File: src/rtl/fmc_pkg.sv
package fmc_pkg;

    localparam int WAYS   = 4;
    localparam int WAY_W  = 2;
    localparam int TREE_W = 3;

    localparam logic [1:0] RING_READ    = 2'd1;
    localparam logic [1:0] RING_ROLLOUT = 2'd2;

    localparam logic [1:0] RMT_READ  = 2'd0;
    localparam logic [1:0] RMT_WRITE = 2'd1;
    localparam logic [1:0] RMT_TAG   = 2'd2;

    localparam logic [6:0] LINE_BYTES = 7'd64;
    localparam logic [6:0] TAG_BYTES  = 7'd16;

    typedef enum logic {S_IDLE, S_WAIT} fsm_e;

    typedef struct packed {
        logic             found;
        logic [WAY_W-1:0] way;
    } way_pick_t;

    // tree: bit0 root (0 = left pair), bit1 left leaf, bit2 right leaf
    function automatic logic [WAY_W-1:0] tree_pick(input logic [TREE_W-1:0] t);
        return t[0] ? {1'b1, t[2]} : {1'b0, t[1]};
    endfunction

    function automatic logic [TREE_W-1:0] tree_touch(input logic [TREE_W-1:0] t,
                                                     input logic [WAY_W-1:0]  w);
        logic [TREE_W-1:0] n;
        n = t;
        if (!w[1]) begin
            n[0] = 1'b1;
            n[1] = ~w[0];
        end else begin
            n[0] = 1'b0;
            n[2] = ~w[0];
        end
        return n;
    endfunction

    function automatic way_pick_t lowest_free(input logic [WAYS-1:0] v);
        way_pick_t p;
        p = '0;
        for (int i = WAYS - 1; i >= 0; i--) begin
            if (!v[i]) begin
                p.found = 1'b1;
                p.way   = WAY_W'(i);
            end
        end
        return p;
    endfunction

endpackage

File: src/rtl/fmc_tag_store.sv
module fmc_tag_store
    import fmc_pkg::*;
#(
    parameter int SET_W = 2,
    parameter int TAG_W = 14
) (
    input  logic                         clk,
    input  logic                         rst,
    input  logic [SET_W-1:0]             a_set,
    input  logic [TAG_W-1:0]             a_tag,
    output logic                         a_hit,
    output logic [WAY_W-1:0]             a_way,
    output logic [WAYS-1:0]              a_valid,
    output logic [WAYS-1:0]              a_dirty,
    output logic [WAYS-1:0][TAG_W-1:0]   a_tags,
    input  logic [SET_W-1:0]             b_set,
    input  logic [TAG_W-1:0]             b_tag,
    output logic                         b_hit,
    output logic [WAY_W-1:0]             b_way,
    input  logic                         wr_en,
    input  logic [WAY_W-1:0]             wr_way,
    input  logic [TAG_W-1:0]             wr_tag,
    input  logic                         wr_valid,
    input  logic                         wr_dirty,
    input  logic                         mark_en,
    input  logic [WAY_W-1:0]             mark_way,
    input  logic                         inv_en,
    input  logic [WAY_W-1:0]             inv_way
);
    localparam int SETS = 1 << SET_W;

    logic [TAG_W-1:0] tag_q [SETS][WAYS];
    logic [WAYS-1:0]  val_q [SETS];
    logic [WAYS-1:0]  drt_q [SETS];
    logic [WAYS-1:0]  a_match, b_match;

    for (genvar w = 0; w < WAYS; w++) begin : g_way
        assign a_tags[w]  = tag_q[a_set][w];
        assign a_match[w] = val_q[a_set][w] && (tag_q[a_set][w] == a_tag);
        assign b_match[w] = val_q[b_set][w] && (tag_q[b_set][w] == b_tag);
    end

    assign a_valid = val_q[a_set];
    assign a_dirty = drt_q[a_set];
    assign a_hit   = |a_match;
    assign b_hit   = |b_match;

    always_comb begin
        a_way = '0;
        b_way = '0;
        for (int i = 0; i < WAYS; i++) begin
            if (a_match[i]) a_way = WAY_W'(i);
            if (b_match[i]) b_way = WAY_W'(i);
        end
    end

    always_ff @(posedge clk) begin
        if (rst) begin
            for (int s = 0; s < SETS; s++) begin
                val_q[s] <= '0;
                drt_q[s] <= '0;
            end
        end else begin
            if (mark_en) drt_q[a_set][mark_way] <= 1'b1;
            if (wr_en) begin
                tag_q[a_set][wr_way] <= wr_tag;
                val_q[a_set][wr_way] <= wr_valid;
                drt_q[a_set][wr_way] <= wr_dirty;
            end
            if (inv_en && !(wr_en && (b_set == a_set) && (inv_way == wr_way)))
                val_q[b_set][inv_way] <= 1'b0;
        end
    end

endmodule

File: src/rtl/fmc_victim.sv
module fmc_victim
    import fmc_pkg::*;
#(
    parameter int SET_W = 2
) (
    input  logic              clk,
    input  logic              rst,
    input  logic [SET_W-1:0]  rd_set,
    input  logic [WAYS-1:0]   valid_vec,
    output logic [WAY_W-1:0]  vic_way,
    output logic              vic_valid,
    input  logic              touch_en,
    input  logic [SET_W-1:0]  touch_set,
    input  logic [WAY_W-1:0]  touch_way
);
    localparam int SETS = 1 << SET_W;

    logic [TREE_W-1:0] tree_q [SETS];
    way_pick_t         free_pick;

    always_comb begin
        free_pick = lowest_free(valid_vec);
        vic_valid = !free_pick.found;
        vic_way   = free_pick.found ? free_pick.way : tree_pick(tree_q[rd_set]);
    end

    always_ff @(posedge clk) begin
        if (rst) begin
            for (int s = 0; s < SETS; s++) tree_q[s] <= '0;
        end else if (touch_en) begin
            tree_q[touch_set] <= tree_touch(tree_q[touch_set], touch_way);
        end
    end

endmodule

File: src/rtl/fmc_ctrl.sv
module fmc_ctrl
    import fmc_pkg::*;
#(
    parameter int AW      = 16,
    parameter int NODE_W  = 2,
    parameter int SET_W   = 2,
    parameter int MY_NODE = 0
) (
    input  logic              clk,
    input  logic              rst,
    input  logic              lreq_valid,
    input  logic              lreq_write,
    input  logic [AW-1:0]     lreq_addr,
    output logic              lreq_ready,
    output logic              lrsp_valid,
    output logic              lrsp_far,
    output logic              lrsp_hit,
    output logic              ring_req_valid,
    output logic [1:0]        ring_req_op,
    output logic [NODE_W-1:0] ring_req_node,
    output logic [AW-1:0]     ring_req_addr,
    output logic [6:0]        ring_req_bytes,
    output logic              ring_req_dirty,
    input  logic              fill_valid,
    input  logic              rmt_valid,
    input  logic [1:0]        rmt_op,
    input  logic [AW-1:0]     rmt_addr,
    output logic              mem_valid,
    output logic [1:0]        mem_op,
    output logic [AW-1:0]     mem_addr,
    output logic [6:0]        mem_bytes
);
    localparam int TAG_W = AW - SET_W;
    localparam logic [NODE_W-1:0] SELF = NODE_W'(MY_NODE);

    fsm_e                        state_q;
    logic [AW-1:0]               pend_addr_q;
    logic                        pend_write_q;
    logic                        pend_kill_q;

    logic [AW-1:0]               lk_addr;
    logic                        lreq_far, rmt_far;
    logic                        accept, filling, kill_now, rmt_tag_far;
    logic                        a_hit, b_hit;
    logic [WAY_W-1:0]            a_way, b_way, vic_way;
    logic [WAYS-1:0]             a_valid, a_dirty;
    logic [WAYS-1:0][TAG_W-1:0]  a_tags;
    logic                        vic_valid;
    logic                        touch_en;
    logic [WAY_W-1:0]            touch_way;
    logic [AW-1:0]               vic_addr;

    assign lreq_ready  = (state_q == S_IDLE);
    assign lk_addr     = (state_q == S_WAIT) ? pend_addr_q : lreq_addr;
    assign lreq_far    = (lreq_addr[AW-1 -: NODE_W] != SELF);
    assign rmt_far     = (rmt_addr[AW-1 -: NODE_W] != SELF);
    assign accept      = lreq_valid && lreq_ready;
    assign filling     = (state_q == S_WAIT) && fill_valid;
    assign rmt_tag_far = rmt_valid && (rmt_op == RMT_TAG) && rmt_far;
    assign kill_now    = rmt_tag_far && (state_q == S_WAIT) && (rmt_addr == pend_addr_q);
    assign touch_en    = (accept && lreq_far && a_hit) || filling;
    assign touch_way   = filling ? vic_way : a_way;
    assign vic_addr    = {a_tags[vic_way], lk_addr[SET_W-1:0]};

    fmc_tag_store #(.SET_W(SET_W), .TAG_W(TAG_W)) u_tags (
        .clk      (clk),
        .rst      (rst),
        .a_set    (lk_addr[SET_W-1:0]),
        .a_tag    (lk_addr[AW-1:SET_W]),
        .a_hit    (a_hit),
        .a_way    (a_way),
        .a_valid  (a_valid),
        .a_dirty  (a_dirty),
        .a_tags   (a_tags),
        .b_set    (rmt_addr[SET_W-1:0]),
        .b_tag    (rmt_addr[AW-1:SET_W]),
        .b_hit    (b_hit),
        .b_way    (b_way),
        .wr_en    (filling),
        .wr_way   (vic_way),
        .wr_tag   (pend_addr_q[AW-1:SET_W]),
        .wr_valid (!(pend_kill_q || kill_now)),
        .wr_dirty (pend_write_q),
        .mark_en  (accept && lreq_far && a_hit && lreq_write),
        .mark_way (a_way),
        .inv_en   (rmt_tag_far && b_hit),
        .inv_way  (b_way)
    );

    fmc_victim #(.SET_W(SET_W)) u_victim (
        .clk       (clk),
        .rst       (rst),
        .rd_set    (lk_addr[SET_W-1:0]),
        .valid_vec (a_valid),
        .vic_way   (vic_way),
        .vic_valid (vic_valid),
        .touch_en  (touch_en),
        .touch_set (lk_addr[SET_W-1:0]),
        .touch_way (touch_way)
    );

    always_ff @(posedge clk) begin
        if (rst) begin
            state_q        <= S_IDLE;
            pend_addr_q    <= '0;
            pend_write_q   <= 1'b0;
            pend_kill_q    <= 1'b0;
            lrsp_valid     <= 1'b0;
            lrsp_far       <= 1'b0;
            lrsp_hit       <= 1'b0;
            ring_req_valid <= 1'b0;
            ring_req_op    <= '0;
            ring_req_node  <= '0;
            ring_req_addr  <= '0;
            ring_req_bytes <= '0;
            ring_req_dirty <= 1'b0;
            mem_valid      <= 1'b0;
            mem_op         <= '0;
            mem_addr       <= '0;
            mem_bytes      <= '0;
        end else begin
            lrsp_valid     <= 1'b0;
            ring_req_valid <= 1'b0;
            mem_valid      <= 1'b0;

            if (accept) begin
                if (!lreq_far) begin
                    lrsp_valid <= 1'b1;
                    lrsp_far   <= 1'b0;
                    lrsp_hit   <= 1'b0;
                end else if (a_hit) begin
                    lrsp_valid <= 1'b1;
                    lrsp_far   <= 1'b1;
                    lrsp_hit   <= 1'b1;
                end else begin
                    ring_req_valid <= 1'b1;
                    ring_req_op    <= RING_READ;
                    ring_req_node  <= lreq_addr[AW-1 -: NODE_W];
                    ring_req_addr  <= lreq_addr;
                    ring_req_bytes <= LINE_BYTES;
                    ring_req_dirty <= 1'b0;
                    pend_addr_q    <= lreq_addr;
                    pend_write_q   <= lreq_write;
                    pend_kill_q    <= 1'b0;
                    state_q        <= S_WAIT;
                end
            end

            if (state_q == S_WAIT) begin
                if (kill_now) pend_kill_q <= 1'b1;
                if (filling) begin
                    lrsp_valid <= 1'b1;
                    lrsp_far   <= 1'b1;
                    lrsp_hit   <= 1'b0;
                    state_q    <= S_IDLE;
                    if (vic_valid) begin
                        ring_req_valid <= 1'b1;
                        ring_req_op    <= RING_ROLLOUT;
                        ring_req_node  <= vic_addr[AW-1 -: NODE_W];
                        ring_req_addr  <= vic_addr;
                        ring_req_bytes <= TAG_BYTES;
                        ring_req_dirty <= a_dirty[vic_way];
                    end
                end
            end

            if (rmt_valid && !((rmt_op == RMT_TAG) && rmt_far)) begin
                mem_valid <= 1'b1;
                mem_op    <= rmt_op;
                mem_addr  <= rmt_addr;
                mem_bytes <= (rmt_op == RMT_TAG) ? TAG_BYTES : LINE_BYTES;
            end
        end
    end

endmodule

File: config.mk
export PLATFORM = sky130hd
export DESIGN_NAME = fmc_ctrl
export DESIGN_NICKNAME = d
export VERILOG_FILES = /design/src/rtl/fmc_pkg.sv /design/src/rtl/fmc_tag_store.sv /design/src/rtl/fmc_victim.sv /design/src/rtl/fmc_ctrl.sv
export SDC_FILE = /design/constraint.sdc
export NUM_CORES = 1
export LEC_CHECK = 0
export BUFFER_PORTS_ARGS = -buffer_cell sky130_fd_sc_hd__buf_2
export CAP_MARGIN = 40
export CORE_MARGIN = 10
export CORE_UTILIZATION = 40
export CTS_CLUSTER_SIZE = 12
export DETAILED_ROUTE_END_ITERATION = 6
export PLACE_DENSITY_LB_ADDON = 0.25
export SYNTH_ARGS = -nofsm -noshare
export SYNTH_HDL_FRONTEND = slang
export SYNTH_SLANG_ARGS = --single-unit
File: constraint.sdc
create_clock -name clk -period 8.7 [get_ports clk]
set_input_delay 1.74 -clock clk [delete_from_list [all_inputs] [get_ports clk]]
set_output_delay 1.74 -clock clk [all_outputs]
set_load 0.005 [all_outputs]
# After elaboration in Yosys (flattened, before gate mapping)
# Memory sizes are Yosys's and may differ from the RTL's.
# Index checks and enable logic that the tools add are counted.
# classes
n_reduce_logical,41
eq_ne,12
bitwise_logic,8
order_cmp,8
n_mux,129
# ops
operator,count
$eq A14 B14 Y1,8
$mux W16,7
$mux W1,69
$mux W56,1
$mux W7,7
$mux W2,23
$mux W4,9
$bmux W14 S2,1
$demux W14 S2,1
$mux W14,2
$logic_and A1 B1 Y1,27
$reduce_or A4 Y1,5
$eq A16 B16 Y1,1
$mux W3,5
$lt A2 B3 Y1 const B,3
$demux W1 S2,3
$ge A2 B1 Y1 const B,3
$eq A2 B2 Y1,2
$or A1 B1 Y1,4
$reduce_bool A2 Y1,2
$ge A3 B3 Y1 const B,1
$logic_not A1 Y1,3
$lt A3 B1 Y1 const B,1
$not A1 Y1,3
6 further kinds,7
# word_totals
wordCells,219
ram_bits,268
mem_count,4
reg_bits,77
in_bits,40
out_inout_bits,59
# mem_list
name,words,word_bits,rd,rd_ports_with_merged_regs,write_ports,line_no,text
u_tags.tag_q,4,56,2,0,1,fmc_tag_store.sv:32,logic [TAG_W-1:0] tag_q [SETS][WAYS];
u_tags.drt_q,4,4,1,0,4,fmc_tag_store.sv:34,logic [WAYS-1:0] drt_q [SETS];
u_tags.val_q,4,4,2,0,4,fmc_tag_store.sv:33,logic [WAYS-1:0] val_q [SETS];
u_victim.tree_q,4,3,1,0,4,fmc_victim.sv:18,logic [TREE_W-1:0] tree_q [SETS];

# Depth between registers and ports, before layout
# Gate-level depths: netlist of the first run.
# An unclocked memory read counts as a cell.
# logic_depth
ltp_word,16
depth_mapped,16
ltp_nobuf,9

# Hierarchy
# A second synthesis of the first run with hierarchy kept.
# unflattened
hier_cells,1274
hier_area_um2,17310.4
# modules_own_cells
module,instances,area_each_um2,seq_area_each_um2,cells_per_inst
fmc_tag_store,1,13193.9,7527.2,855
fmc_ctrl,1,3422.0,1441.4,358
fmc_victim,1,694.4,360.3,61

# Worst setup path before layout of the first run
# No wires, ideal clock.
# synth_path
path_kind,input to register
start,input port lreq_addr[0]
end,memory u_tags.val_q[0][2]
path_buffers,3
arrival_ns,4.985
cell_stages,11
setup_time_ns,0.136
t_required_ns,8.564
setup_slack_ns,3.579
path_cell_list,mux2i_1 > buf_2 > buf_2 > buf_2 > mux2i_1 > mux2i_1 > a21oi_4 > nand2b_1 > nor3_1 > mux2i_1 > a21oi_1
# synth_lines
item,line_no,text
"start, declared",fmc_ctrl.sv:13,"input logic [AW-1:0] lreq_addr,"
"end, declared",fmc_tag_store.sv:33,

==> summary.txt, run 1 <==
Setup crit end kind - register
Final setup viols - 0
largest net degree at the start of global routing - 83
die footprint - 54700 um^2
final core utilization - 0.458
DRC violations left - 0
clock-pin slew on the worst setup and hold paths - 60 ps
CTS H-Tree Depth - 2
Starting Density - 0.404
Crit Path Max Fanout - 82
Max Slew Vio Count - 0
Root Driver - clkbuf_16
Reg area - 9330 um^2
routed wire length - 62.6 mm
detailed-placement wirelength estimate - 43.4 mm
Slew headroom - 0.299
GRT overflow - 0
Leak - 0.00716 uW
CORE AREA - 45300 um^2
Yosys cell types - 76
Synth Flop Type - edfxtp_1
setup TNS - 0 ps
top-area cell type share of the netlist area - 0.413
1st-iter DRT viols - 1626
Num CTS Buffers - 39
vias in the first global route - 12800
Placement Cell Area - 19500 um^2
Async SR Flop Fraction - 0
nets@finish - 1608
status - finished clean
fin area - 20700 um^2
Post-synth EDFFs - 252
Mapped Avg Cell Area - 12.3 um^2
total track usage - 0.223
cts hold-fix bufs - 0
vias - 13500
die width - 234 um
type of origin of the critical path - input port
Port Buffers - 93
Ys Warns - 0
CTS Buffer Depth - 3
synth top area cells - edfxtp_1, mux4_2, dfxtp_1
Slew @ Worst Pin - 1020 ps
Setup Fix Bufs, Post-CTS - 0
fmax - 166 MHz
TritonCTS clock tree - built
origin of the critical flop-to-flop path - state_q
crit path launch - lreq_addr[0]
critical setup path kind - in2reg
hold path startpoint - mem_addr[2]
number of I/O pins - 99
worst hold path type - reg2reg
Final Skew - 22.3 ps
Crit path required time - 8930 ps
antenna fix cells - 0
DIE HEIGHT - 234 um
share of layout cells above drive strength 1 - 0.216
worst skew pair latency - 560 ps
WL/cell - 28.5 um
RSZ-0062 raised after global routing - no
Fin. Hold Viols - 0
Routed Antenna Nets - 0
most common cell in the synthesized netlist - edfxtp_1
global-route wire length before repair - 89.8 mm
Mapped Area - 18300 um^2
synthesis-to-finish area growth - 13.2%
top cells by count, synth - edfxtp_1, nand2_1, xnor2_1, mux2i_1, dfxtp_1
post-cts sizing count - 0
Mapped Cells - 1494
total of max-cap violations - 0
DRT Pass-1 Iters - 7
initial antenna violation count - 0
fillers - 4166
row cnt - 78
PwrDens - 189 nW/um^2
VDD IR max - 0.160 mV
Final Critical Period - 6030 ps
Sink Count - 340
multi-input combinational cell area - 8370 um^2
routability cong. - 0.964
hold slack final - 454 ps
Yosys reg bits - 340
routed vias/inst - 6.15
crit path DAT - 6260 ps
sequential share of the synthesized area - 0.509
post-synth top area cell - edfxtp_1
Final period util - 0.693
-- layout by cell type (no fill, tap or decap), types with 48 or more instances in the layout --
| master | n |
|---|---|
| a21oi_1 | 71 |
| buf_2 | 91 |
| buf_4 | 48 |
| dfxtp_1 | 88 |
| edfxtp_1 | 252 |
| mux2i_1 | 104 |
| mux4_2 | 85 |
| nand2_1 | 129 |
| nor2_1 | 48 |
| nor3_1 | 53 |
| xnor2_1 | 123 |
-- cell families after synthesis --
kind of cell | after synthesis | synth area share
DFF | 340 | 0.509
xor gates and xnor gates | 147 | 0.0703
muxes | 199 | 0.171
buffers and inverters | 146 | 0.0407
AOI/OAI and AO/OA | 241 | 0.0867
other | 1 | 0.000205
and+or+nand+nor | 420 | 0.122
-- per-layer routing --
metal  vias up  wire length (um)  track usage
li1       5819                 -            -
met1      6888             25000        0.298
met2       700             29700        0.358
met3       118              5570       0.0421
met4         0              2320       0.0798
met5         -                 0            0
-- sequential cells by signal, summed over array words and instances (netlist names), 7 cells and up --
name / flops
pend_addr_q: 16
u_tags.val_q: 16
ring_req_bytes: 7
u_tags.tag_q: 224
u_victim.tree_q: 12
u_tags.drt_q: 16
ring_req_addr: 16
mem_addr: 16
-- power breakdown --
| group | total, uW | internal, uW | switching [uW] |
|---|---|---|---|
| Clock | 1570 | 904 | 669 |
| Sequential | 1800 | 1770 | 31.6 |
| Combinational | 541 | 205 | 335 |
| Total | 3910 | 2880 | 1040 |
-- through the flow --
stage	setup WS (ps)	total power, uW	std cells
3_5_place_dp	2240	2360	2126
6_report	2670	3910	2198
4_1_cts	2820	3920	2197
2_1_floorplan	3580	2190	1498
3_3_place_gp	2320	2350	2110
5_1_grt	2400	4030	2198
-- final cells by class --
cell class                      count  area share
Clock buffer                       58      0.0546
Multi-Input combinational cell   1012       0.404
Tap cell                          600      0.0362
Timing Repair Buffer              149      0.0467
Sequential cell                   340       0.450
Clock inverter                     13     0.00392
Inverter                           26     0.00471
-- worst max-delay path, cell delays in order --
cell and delay, ps:
buf_2 130, mux2_8 610, buf_4 590, mux4_2 600
xnor2_1 170, nor3_1 190, nor4bb_1 340, nand4_2 380
nand4_4 590, a21oi_1 350, o21bai_1 360
-- final timing paths --
kind | to | slack, ps | depth (start not counted)
min | mem_addr[2] | 450 | 2
min reg2reg | mem_addr[2] | 450 | 2
max | u_victim.tree_q[3][1] | 2670 | 11
max reg2reg | u_victim.tree_q[3][1] | 3190 | 11
No activity file was read; power rests on OpenSTA's default activity.
==> run 2, diff against run 1 <==
==> constraint.sdc (replaced) <==
create_clock -name clk -period 5.1 [get_ports clk]
set_input_delay 1.02 -clock clk [delete_from_list [all_inputs] [get_ports clk]]
set_output_delay 1.02 -clock clk [all_outputs]
set_load 0.005 [all_outputs]
==> run 2 against run 1 <==
Compared with the run above: count of clock-buffer cells in the layout is 3 lower; largest power group unchanged; final cell count is 0.91% higher; worst setup slack worse by 1900 ps; total power is 73% higher.
==> summary.txt, run 2 (synthesis results as in run 1) <==
cts hold-fix bufs - 0 (unchanged)
critical setup path kind - reg2reg (was in2reg)
Worst R2R Setup Slack - 750 ps (was 3190 ps)
detailed-placement wirelength estimate - 44.7 mm (was 43.4 mm)
CORE AREA - 45300 um^2 (unchanged)
Port Buffers - 93 (unchanged)
Final period util - 0.854
vias in the first global route - 13300 (was 12800)
Buf+Inv Stages, Crit Path - 2 (unchanged)
Sw Share - 0.263 (was 0.265)
die width - 234 um (unchanged)
worst hold endpoint - mem_addr[11] (was mem_addr[2])
vias - 13500 (about the same)
number of I/O pins - 99 (unchanged)
Slew headroom - 0.420 (was 0.299)
nets@finish - 1629 (was 1608)
type of origin of the critical path - register (was input port)
1st-iter DRT viols - 1486 (was 1626)
Sink Count - 340 (unchanged)
final core utilization - 0.462 (was 0.458)
fillers - 4098 (was 4166)
routed vias/inst - 6.11 (was 6.15)
row cnt - 78 (unchanged)
Setup Fix Bufs, Post-CTS - 0 (unchanged)
most used cell, CP - buf_4
fmax - 230 MHz
DIE HEIGHT - 234 um (unchanged)
most common cell after layout, fill and taps aside - edfxtp_1 (unchanged)
CP Cell Sequence - mux2_8, buf_4, buf_4, mux2i_1, xnor2_1, o31ai_1, nand4_1, nand4_4, or3b_4, a211oi_1 (was buf_2, mux2_8, buf_4, mux4_2, xnor2_1, nor3_1, nor4bb_1, nand4_2, nand4_4, a21oi_1, o21bai_1)
die footprint - 54700 um^2 (unchanged)
clock-pin slew on the worst setup and hold paths - 60 ps (about the same)
post-cts sizing count - 0 (unchanged)
Setup crit end kind - register (unchanged)
DRC violations left - 0 (unchanged)
R2R depth - 10 (was 11)
Root Driver - clkbuf_16 (unchanged)
max reg flops - 224 (unchanged)
total track usage - 0.228 (was 0.223)
commonest non-fill, non-tap cells in the layout - edfxtp_1, nand2_1, xnor2_1 (unchanged)
share of layout cells above drive strength 1 - 0.226 (was 0.216)
routability cong. - 0.983 (was 0.964)
PwrDens - 324 nW/um^2 (was 189 nW/um^2)
routed wire length - 63.3 mm (was 62.6 mm)
RSZ-0062 raised after global routing - no (unchanged)
initial antenna violation count - 1 (was 0)
antenna fix cells - 0 (unchanged)
Crit path required time - 5460 ps (was 8930 ps)
Slew @ Worst Pin - 853 ps (was 1020 ps)
sequential share of power - 0.453 (was 0.460)
clock share of power - 0.407 (was 0.402)
Fin. Hold Viols - 0 (unchanged)
Final Skew - 22.3 ps (about the same)
Leak - 0.00729 uW (was 0.00716 uW)
critical path's top delay family - multiplexers (was simple AND/OR/NAND/NOR gates)
hold path startpoint - mem_addr[11] (was mem_addr[2])
largest register by flop count - u_tags.tag_q (unchanged)
setup TNS - 0 ps (unchanged)
Num CTS Buffers - 38 (was 39)
Worst R2R End - u_victim.tree_q[1][0] (was u_victim.tree_q[3][1])
CTS Buffer Depth - 3 (unchanged)
VDD IR max - 0.317 mV (was 0.160 mV)
Final Critical Period - 4350 ps
Final setup viols - 0 (unchanged)
Crit Path Max Fanout - 64 (was 82)
status - finished clean (unchanged)
WL/cell - 28.5 um (about the same)
origin of the critical flop-to-flop path - state_q (unchanged)
crit-path max cell delay - 680 ps (was 610 ps)
sw power - 1780 uW (was 1040 uW)
Routed Antenna Nets - 0 (unchanged)
CTS H-Tree Depth - 2 (unchanged)
GRT overflow - 0 (unchanged)
largest net degree at the start of global routing - 68 (was 83)
Slowest cell on crit path - mux2_8 (unchanged)
Max Slew Vio Count - 0 (unchanged)
DRT Pass-1 Iters - 6 (was 7)
Starting Density - 0.404 (unchanged)
global-route wire length before repair - 91.5 mm (was 89.8 mm)
worst skew pair latency - 560 ps (about the same)
cell-internal power - 5000 uW (was 2880 uW)
worst hold path stage count - 2 (unchanged)
total of max-cap violations - 0 (unchanged)
worst hold path type - reg2reg (unchanged)
synthesis-to-finish area growth - 14.2% (was 13.2%)
TritonCTS clock tree - built (unchanged)
crit path DAT - 4710 ps (was 6260 ps)
Comb power frac - 0.140 (was 0.138)
run 2: tightest hold or removal path, delay by kind of cell (launching register included):
| family | cells | cell delay (ps) |
|---|---|---|
| AO/OA/AOI/OAI | 1 | 50 |
| flip-flops | 1 | 300 |
| AND/OR/NAND/NOR | 1 | 50 |
run 2: area by class of cell:
cell class / instances / area (um^2) / share of cell area
clock buffer: 55 / 1070 / 0.0510
clock inverter: 14 / 164 / 0.00784
inverter: 26 / 97.6 / 0.00467
multi-input combinational: 1012 / 8370 / 0.400
sequential: 340 / 9330 / 0.446
tap: 600 / 751 / 0.0359
timing repair buffer: 171 / 1130 / 0.0542
run 2: stage by stage:
| step | instance area (um^2) | worst slack (ps) | std cells | hold slack [ps] | power, uW |
|---|---|---|---|---|---|
| after global routing | 20900 | 598 | 2218 | 472 | 6990 |
| after global placement | 19600 | 470 | 2144 | 440 | 4050 |
| after floorplan | 18300 | 699 | 1498 | 445 | 3730 |
| after detailed placement | 19700 | 390 | 2148 | 446 | 4060 |
| final | 20900 | 746 | 2218 | 451 | 6780 |
| after CTS | 20900 | 803 | 2217 | 454 | 6800 |
run 2: how the worst max path moves through the flow:
stage,slack (ps),endpoint,start,cells past startpoint
after global placement,470,u_tags.drt_q[2][0],lreq_addr[0],10
final,750,u_victim.tree_q[1][0],state_q,10
after floorplan,700,u_tags.val_q[0][2],lreq_addr[0],11
after detailed placement,390,u_victim.tree_q[1][0],lreq_addr[0],11
after CTS,800,u_victim.tree_q[1][0],state_q,10
after global routing,600,u_victim.tree_q[1][0],state_q,10
run 2: routing by layer:
metal,wire (um),track usage
met2,29400,0.359
met1,25300,0.304
met3,5810,0.0411
met5,0,0
met4,2750,0.102
run 2: power groups by stage:
stage / Clock (uW) / Combinational [uW] / Sequential (uW)
after global placement: 0 / 920 / 3130
after detailed placement: 0 / 935 / 3130
after global routing: 2920 / 1000 / 3070
after floorplan: 0 / 622 / 3110
final: 2760 / 951 / 3070
after CTS: 2790 / 939 / 3070
